==> src/rtl/opmatch_pkg.sv <==
package opmatch_pkg;

    typedef enum logic {
        OUT_EMPTY = 1'b0,
        OUT_FULL  = 1'b1
    } issue_state_e;

endpackage

==> src/rtl/opmatch_store.sv <==
module opmatch_store #(
    parameter int DEPTH  = 16,
    parameter int CTX_W  = 4,
    parameter int ADDR_W = 8,
    parameter int DATA_W = 16
) (
    input  logic              clk,
    input  logic              rst_n,
    input  logic [CTX_W-1:0]  s_ctx,
    input  logic [ADDR_W-1:0] s_addr,
    input  logic              s_port,
    input  logic [DATA_W-1:0] s_data,
    input  logic              wr_en,
    input  logic              rd_en,
    output logic              hit,
    output logic [DATA_W-1:0] hit_data,
    output logic              full,
    output logic [DEPTH-1:0]  vld_o
);
    localparam int IDX_W = (DEPTH > 1) ? $clog2(DEPTH) : 1;

    logic [DEPTH-1:0]  vld;
    logic [DEPTH-1:0]  eq;
    logic [CTX_W-1:0]  e_ctx  [DEPTH];
    logic [ADDR_W-1:0] e_addr [DEPTH];
    logic              e_port [DEPTH];
    logic [DATA_W-1:0] e_data [DEPTH];
    logic [IDX_W-1:0]  hit_idx;
    logic [IDX_W-1:0]  free_idx;

    genvar g;
    generate
        for (g = 0; g < DEPTH; g++) begin : g_slot
            assign eq[g] = vld[g] && (e_ctx[g] == s_ctx) &&
                           (e_addr[g] == s_addr) && (e_port[g] != s_port);

            always_ff @(posedge clk or negedge rst_n) begin
                if (!rst_n) begin
                    vld[g] <= 1'b0;
                end else if (wr_en && (free_idx == IDX_W'(g))) begin
                    vld[g] <= 1'b1;
                end else if (rd_en && hit && (hit_idx == IDX_W'(g))) begin
                    vld[g] <= 1'b0;
                end
            end

            always_ff @(posedge clk) begin
                if (wr_en && (free_idx == IDX_W'(g))) begin
                    e_ctx[g]  <= s_ctx;
                    e_addr[g] <= s_addr;
                    e_port[g] <= s_port;
                    e_data[g] <= s_data;
                end
            end
        end
    endgenerate

    always_comb begin
        hit     = 1'b0;
        hit_idx = '0;
        for (int i = DEPTH - 1; i >= 0; i--) begin
            if (eq[i]) begin
                hit     = 1'b1;
                hit_idx = IDX_W'(i);
            end
        end
    end

    always_comb begin
        free_idx = '0;
        for (int i = DEPTH - 1; i >= 0; i--) begin
            if (!vld[i]) begin
                free_idx = IDX_W'(i);
            end
        end
    end

    assign hit_data = e_data[hit_idx];
    assign full     = &vld;
    assign vld_o    = vld;

endmodule

==> src/rtl/opmatch_issue.sv <==
module opmatch_issue
    import opmatch_pkg::*;
#(
    parameter int CTX_W  = 4,
    parameter int ADDR_W = 8,
    parameter int DATA_W = 16
) (
    input  logic              clk,
    input  logic              rst_n,
    input  logic              load,
    input  logic              ld_single,
    input  logic [CTX_W-1:0]  ld_ctx,
    input  logic [ADDR_W-1:0] ld_addr,
    input  logic [DATA_W-1:0] ld_left,
    input  logic [DATA_W-1:0] ld_right,
    input  logic              out_ready,
    output logic              can_load,
    output logic              out_valid,
    output logic              out_single,
    output logic [CTX_W-1:0]  out_ctx,
    output logic [ADDR_W-1:0] out_addr,
    output logic [DATA_W-1:0] out_left,
    output logic [DATA_W-1:0] out_right
);
    issue_state_e state_q, state_d;

    always_ff @(posedge clk or negedge rst_n) begin
        if (!rst_n) state_q <= OUT_EMPTY;
        else        state_q <= state_d;
    end

    always_comb begin
        state_d = state_q;
        unique case (state_q)
            OUT_EMPTY: if (load) state_d = OUT_FULL;
            OUT_FULL:  if (out_ready && !load) state_d = OUT_EMPTY;
            default:   state_d = OUT_EMPTY;
        endcase
    end

    always_comb begin
        unique case (state_q)
            OUT_EMPTY: begin
                out_valid = 1'b0;
                can_load  = 1'b1;
            end
            OUT_FULL: begin
                out_valid = 1'b1;
                can_load  = out_ready;
            end
            default: begin
                out_valid = 1'b0;
                can_load  = 1'b0;
            end
        endcase
    end

    always_ff @(posedge clk) begin
        if (load) begin
            out_single <= ld_single;
            out_ctx    <= ld_ctx;
            out_addr   <= ld_addr;
            out_left   <= ld_left;
            out_right  <= ld_right;
        end
    end

endmodule

==> src/rtl/opmatch_unit.sv <==
module opmatch_unit #(
    parameter int DEPTH  = 16,
    parameter int CTX_W  = 4,
    parameter int ADDR_W = 8,
    parameter int DATA_W = 16
) (
    input  logic              clk,
    input  logic              rst_n,
    input  logic              in_valid,
    output logic              in_ready,
    input  logic              in_single,
    input  logic              in_port,
    input  logic [CTX_W-1:0]  in_ctx,
    input  logic [ADDR_W-1:0] in_addr,
    input  logic [DATA_W-1:0] in_data,
    output logic              out_valid,
    input  logic              out_ready,
    output logic              out_single,
    output logic [CTX_W-1:0]  out_ctx,
    output logic [ADDR_W-1:0] out_addr,
    output logic [DATA_W-1:0] out_left,
    output logic [DATA_W-1:0] out_right
);
    logic              cam_hit;
    logic              cam_full;
    logic [DATA_W-1:0] cam_data;
    logic [DEPTH-1:0]  cam_vld;
    logic              can_load;
    logic              take;
    logic              pair_hit;
    logic              store_wr;
    logic              store_rd;
    logic              load;
    logic [DATA_W-1:0] ld_left;
    logic [DATA_W-1:0] ld_right;

    assign pair_hit = cam_hit && !in_single;
    assign in_ready = can_load && (in_single || cam_hit || !cam_full);
    assign take     = in_valid && in_ready;
    assign store_wr = take && !in_single && !cam_hit;
    assign store_rd = take && pair_hit;
    assign load     = take && (in_single || cam_hit);

    always_comb begin
        if (in_single) begin
            ld_left  = in_data;
            ld_right = '0;
        end else if (in_port) begin
            ld_left  = cam_data;
            ld_right = in_data;
        end else begin
            ld_left  = in_data;
            ld_right = cam_data;
        end
    end

    opmatch_store #(
        .DEPTH (DEPTH),
        .CTX_W (CTX_W),
        .ADDR_W(ADDR_W),
        .DATA_W(DATA_W)
    ) u_store (
        .clk     (clk),
        .rst_n   (rst_n),
        .s_ctx   (in_ctx),
        .s_addr  (in_addr),
        .s_port  (in_port),
        .s_data  (in_data),
        .wr_en   (store_wr),
        .rd_en   (store_rd),
        .hit     (cam_hit),
        .hit_data(cam_data),
        .full    (cam_full),
        .vld_o   (cam_vld)
    );

    opmatch_issue #(
        .CTX_W (CTX_W),
        .ADDR_W(ADDR_W),
        .DATA_W(DATA_W)
    ) u_issue (
        .clk       (clk),
        .rst_n     (rst_n),
        .load      (load),
        .ld_single (in_single),
        .ld_ctx    (in_ctx),
        .ld_addr   (in_addr),
        .ld_left   (ld_left),
        .ld_right  (ld_right),
        .out_ready (out_ready),
        .can_load  (can_load),
        .out_valid (out_valid),
        .out_single(out_single),
        .out_ctx   (out_ctx),
        .out_addr  (out_addr),
        .out_left  (out_left),
        .out_right (out_right)
    );

endmodule

==> config.mk <==
export PLATFORM = sky130hd
export DESIGN_NAME = opmatch_unit
export DESIGN_NICKNAME = d
export VERILOG_FILES = /design/src/rtl/opmatch_pkg.sv /design/src/rtl/opmatch_store.sv /design/src/rtl/opmatch_issue.sv /design/src/rtl/opmatch_unit.sv
export SDC_FILE = /design/constraint.sdc
export NUM_CORES = 1
export LEC_CHECK = 0
export BUFFER_PORTS_ARGS = -buffer_cell sky130_fd_sc_hd__buf_2
export CAP_MARGIN = 20
export CORE_ASPECT_RATIO = 1.4
export CORE_UTILIZATION = 44
export CTS_BUF_LIST = sky130_fd_sc_hd__clkbuf_4
export DETAILED_ROUTE_END_ITERATION = 6
export SYNTH_ARGS = -nofsm -noshare
export SYNTH_HDL_FRONTEND = slang
export SYNTH_SLANG_ARGS = --single-unit
==> constraint.sdc <==
create_clock -name clk -period 5.5 [get_ports clk]
set_input_delay 0 -clock clk [delete_from_list [all_inputs] [get_ports clk]]
set_output_delay 0 -clock clk [all_outputs]
set_load 0.05 [all_outputs]
Word-level counts from Yosys, hierarchy flattened:

Memory sizes are Yosys's and may differ from the RTL's.
Index checks and enable logic that the tools add are counted.

* bitwise operators: 1
* eq/ne operators: 78
* reduce and logical (&&, ||, !) cells: 174
* mux-type cells: 300

Operator list (count)
* $mux 4: 107
* $mux 16: 18
* $reduce_or 16->1: 15
* $mux 1: 157
* $eq 8x8->1: 16
* $mux 8: 15
* $reduce_or 8->1: 15
* $logic_and 1x1->1: 89
* $eq 4x4->1: 16
* $eq 4x4->1 const B: 16
* $reduce_or 4->1: 15
* $eq 4x3->1 const B: 8
* $reduce_bool 2->1: 16
* $eq 4x2->1 const B: 4
* $ne 1x1->1: 16
* $reduce_and 16->1: 1
* $reduce_or 1->1: 15
* $eq 4x1->1 const B: 2
* $logic_not 4->1: 2
* $pmux 1 s2: 3
* $logic_not 1->1: 4
* $logic_or 1x1->1: 2
* $not 1->1: 1

* register bits after elaboration: 62
* output and inout port bits: 47
* memory bits (writable): 464
* memories: 4
* input bits: 34

Memory list
* u_store.e_data: depth 16, bits a word 16, rd ports 1, clocked after memory_dff 0, wr ports 1, line opmatch_store.sv:27 `logic [DATA_W-1:0] e_data [DEPTH];`
* u_store.e_addr: depth 16, bits a word 8, rd ports 16, clocked after memory_dff 0, wr ports 1, line opmatch_store.sv:25 `logic [ADDR_W-1:0] e_addr [DEPTH];`
* u_store.e_ctx: depth 16, bits a word 4, rd ports 16, clocked after memory_dff 0, wr ports 1, line opmatch_store.sv:24 `logic [CTX_W-1:0] e_ctx [DEPTH];`
* u_store.e_port: depth 16, bits a word 1, rd ports 16, clocked after memory_dff 0, wr ports 1, line opmatch_store.sv:26 `logic e_port [DEPTH];`

Logic depth before layout (Yosys ltp):

* depth in word-level cells: 45
* depth in mapped cells: 15
* depth with buffers taken out: 9

Cells and area by module:

From an unflattened synthesis, not the netlist that was laid out.

* cell total of the unflattened synthesis: 1809
* area, all modules: 24243.3 um2

Modules (own cells, without submodules)
* opmatch_store: area an instance 22303.9 um2, cells each 1700, sequential area each 14333.7 um2, times used 1
* opmatch_issue: area an instance 1398.8 um2, cells each 48, sequential area each 1376.3 um2, times used 1
* opmatch_unit: area an instance 540.5 um2, cells each 61, sequential area each 0.0 um2, times used 1

Worst setup path before layout:

Ideal clock, no wire load.

* kind: register to register
* start: memory u_store.e_addr[6][6]
* end: memory u_store.e_addr[5][0], enable pin
* path buffers: 0
* cell stages (with the launch flop): 9
* path slack: 1632 ps
* arrival time: 3453 ps
* data required time: 5085 ps
* clock period less this slack: 3868 ps
* path through: edfxtp_1 > xnor2_2 > nand4_1 > nor4_4 > nor4_1 > and3_1 > nor4b_1 > nand3b_1 > nor2_1

RTL lines (line)
* start, declared: opmatch_store.sv:25

Worst setup path after layout:

* start: input in_addr[1]
* end: register u_issue.out_right[3], data pin

* longest elaborated chain between the ends: 21
* elaborated cells between the ends (all ways): 66

Ends and longest elaborated chain
* start, declared: line opmatch_unit.sv:14 `input logic [ADDR_W-1:0] in_addr,`
* $eq 8x8->1: line opmatch_store.sv:35 `(e_addr[g] == s_addr) && (e_port[g] != s_port);`
* $logic_and 1x1->1: line opmatch_store.sv:34 `assign eq[g] = vld[g] && (e_ctx[g] == s_ctx) &&`
* $logic_and 1x1->1: line opmatch_store.sv:35
* $mux 4 (15 in series): line opmatch_store.sv:62 `if (eq[i]) begin`
* $mux 4 *: line opmatch_store.sv:62
* $mem_v2 16x16 *
* $mux 16 *: line opmatch_unit.sv:48 `end else if (in_port) begin`
* end signal, assigned: line opmatch_issue.sv:64 `out_right <= ld_right;`
* end, declared: line opmatch_issue.sv:23 `output logic [DATA_W-1:0] out_right`

Mark *: on every way between the ends. The rest lies on a longest branch, timed or not.
A chain may end at the register's enable or synchronous reset.

==> flow_metrics.py <==
metrics = {
    "timing": {
        "setup_viol": 0,
        "tightest_slew_ns": 1.05,
        "fin_crit_ns": 4.28,
        "skew_ns": 0.0842,
        "finalSetupTns_ns": 0,
        "drv_slew": 0,
        "clock.fmax_mhz": 234,
        "slew_headroom": 0.301,
        "rsz0062_at_grt": "false",
        "fin_crit_sh": 0.778,
        "hold_viol_final": 0,
    },
    "place": {
        "dpl.hpwl_um": 40100,
        "io_buffers": 80,
        "routabilityCongestion": 0.892,
    },
    "global_route": {
        "grt_overflow": 0,
        "grt_pass1_vias": 15819,
        "grt_pass1_wl_um": 97800,
        "antenna_found_initial": 4,
        "grt_max_degree": 70,
        "grt_use_total": 0.249,
    },
    "pwr": {
        "p_leak_uw": 0.00872,
        "p_comb_frac": 0.103,
        "peakVddDrop_mv": 0.206,
        "switching_share": 0.262,
        "pwr-share-clk": 0.364,
        "p_sw_uw": 2330,
        "power_uw": 8900,
        "intPower_uw": 6570,
        "power_frac_seq": 0.533,
        "power_per_cell_area_nw_per_um2": 334,
    },
    "routing": {
        "dr.pass1.iters": 7,
        "drt_wl_total_um": 66400,
        "wire_per_inst_um": 25.9,
        "dr_total_vias": 15757,
        "dr.first_iter.drc_count": 1446,
        "drc": 6,
        "ant_nets": 0,
        "viasPerCell": 6.15,
    },
    "yosys": {
        "synth_flop_cell": "edfxtp_1",
        "synth_fp_nets": 1637,
        "synth_cells": 1603,
        "synth.distinct_cells": 65,
        "synth_area_leaders": "edfxtp_1, xnor2_1, nand3_1",
        "netlist.top_cell.by_area": "edfxtp_1",
        "yosysSeqAreaShare": 0.679,
        "synth_area_um2": 23100,
        "synth_top_area_share": 0.660,
        "yosysWarnings": 0,
        "synth-edff-count": 509,
        "synthArstFlopShare": 0.0323,
        "synth_seq_cells": 526,
        "postSynthAreaPerCell_um2": 14.4,
    },
    "min_path": {
        "worstHoldPathType": "in -> reg",
    },
    "outcome": {
        "outcome": "finished with violations",
        "violations": "DRC",
    },
    "critical_path": {
        "critPathRequiredTime_ns": 6.04,
        "crit_path_start_kind": "input port",
        "crit_type": "in -> reg",
        "cp-end-kind": "flip-flop",
        "worstPathArrival_ns": 4.82,
        "crit_fanout": 32,
        "timing.reg2reg.setup_slack_ns": 1.30,
    },
    "floorplanning": {
        "initial_utilization": 0.445,
        "die_area_um2": 53500,
        "core_area_um2": 52000,
        "die_y_um": 273,
        "fp.dieW_um": 196,
        "rows": 99,
        "top_level_ports": 81,
    },
    "layout": {
        "layout_commonest_cell": "edfxtp_1",
        "drive_gt1_frac": 0.223,
        "final_cell_mix": "edfxtp_1, clkbuf_4, xnor2_1",
        "fin_nets": 1856,
        "fillCellCount": 4503,
        "post-route-util": 0.511,
        "areaGrowthSynthToFinish_pct": 14.9,
    },
    "clocking": {
        "clk_pin_slew_worst_paths_ns": 0.06,
        "clk_latency_ns": 0.87,
        "tritoncts": "built",
        "ctsHoldBuffers": 38,
        "cts_setup_buffers": 0,
        "cts.sinks": 526,
        "cts_resized": 0,
        "root_buffer": "clkbuf_4",
        "htree_num_levels": 4,
        "cts_buffers": 135,
        "cts_buffer_depth": 3,
    },
    "job": {
        "cap_violations": 0,
    },
}
==> final timing paths <==
| kind | start | end | cells past startpoint |
|---|---|---|---|
| setup reg to reg | u_store.e_addr[2][2] | u_issue.out_right[3] | 11 |
| setup / recovery | in_addr[1] | u_issue.out_right[3] | 14 |
| hold reg to reg | u_store.vld_o[13] | u_store.vld_o[13] | 2 |
| min in group asynchronous | rst_n | u_store.vld_o[6] | 3 |
| max in group asynchronous | rst_n | u_store.vld_o[10] | 3 |
| hold / removal | in_data[11] | u_store.e_data[13][11] | 2 |
==> power by group through the flow <==
stage | registers, uW | logic, uW | clock network, uW
finish | 4740 | 919 | 3240
floorplan | 4840 | 453 | 0
detailed placement | 4820 | 892 | 0
global route | 4750 | 975 | 3510
CTS | 4740 | 917 | 3310
global placement | 4820 | 882 | 0
==> worst max-delay path, stage by stage <==
cell and delay (ns):
dlygate4sd3_1 0.51, buf_2 0.57, buf_4 0.30, xnor2_1 0.21, nand4_1 0.13, or4_1 0.67, nor2b_1 0.23, o21ai_2 0.17
buf_4 0.32, o21ai_4 0.17, buf_4 0.32, and3_1 0.25, a311oi_1 0.58, a31oi_1 0.34
==> synthesized netlist by cell type (29+ instances only) <==
cell      count
nor4_1       29
nand3_1     179
a22oi_1      60
clkbuf_1     52
nand2_1      43
edfxtp_1    509
a31oi_1      30
xnor2_1     190
a221o_1      32
nor2_1       30
nand4_1      89
a21oi_1      33
==> per-layer routing <==
layer / track usage / part of all wire / routed length, um
met3: 0.0478 / 0.066 / 4380
met1: 0.307 / 0.39 / 26100
met4: 0.118 / 0.039 / 2610
met5: 0 / 0 / 0
met2: 0.421 / 0.50 / 33400
==> state kept, by name, indices dropped and copies added, names as in the netlist <==
register,flops
u_issue.out_left,16
u_store.e_port,16
u_store.e_addr,128
u_store.e_data,256
u_issue.out_right,16
u_store.vld_o,16
u_store.e_ctx,64
u_issue.out_single,1
u_issue.out_ctx,4
u_issue.out_addr,8
u_issue.state_q,1
==> through the flow <==
| stage | instances | setup slack, ns | instance area [um^2] | hold slack, ns |
|---|---|---|---|---|
| after floorplan | 1603 | 1.63 | 23100 | -0.296 |
| after global placement | 2303 | 1.06 | 24600 | -0.0266 |
| after detailed placement | 2303 | 1.03 | 24600 | -0.0283 |
| after CTS | 2560 | 1.37 | 26600 | 0.00260 |
| after global routing | 2561 | 1.17 | 26600 | 0.0287 |
| final | 2562 | 1.22 | 26600 | 0.0822 |
==> cells by family after synthesis <==
logic type      synth area share
compound gates            0.0905
mux                       0.0154
simple gates               0.104
xor+xnor                  0.0797
flops                      0.679
buf+inv                   0.0323
==> layout make-up <==
class / count / area [um^2] / share of cell area
multi-input combinational: 945 / 6870 / 0.258
antenna: 2 / 5.00 / 0.000188
timing repair buffer: 189 / 1480 / 0.0555
inverter: 25 / 93.8 / 0.00353
clock inverter: 20 / 125 / 0.00470
clock buffer: 199 / 1490 / 0.0562
tap: 656 / 821 / 0.0309
sequential: 526 / 15700 / 0.591
No activity file was read; power rests on OpenSTA's default activity.
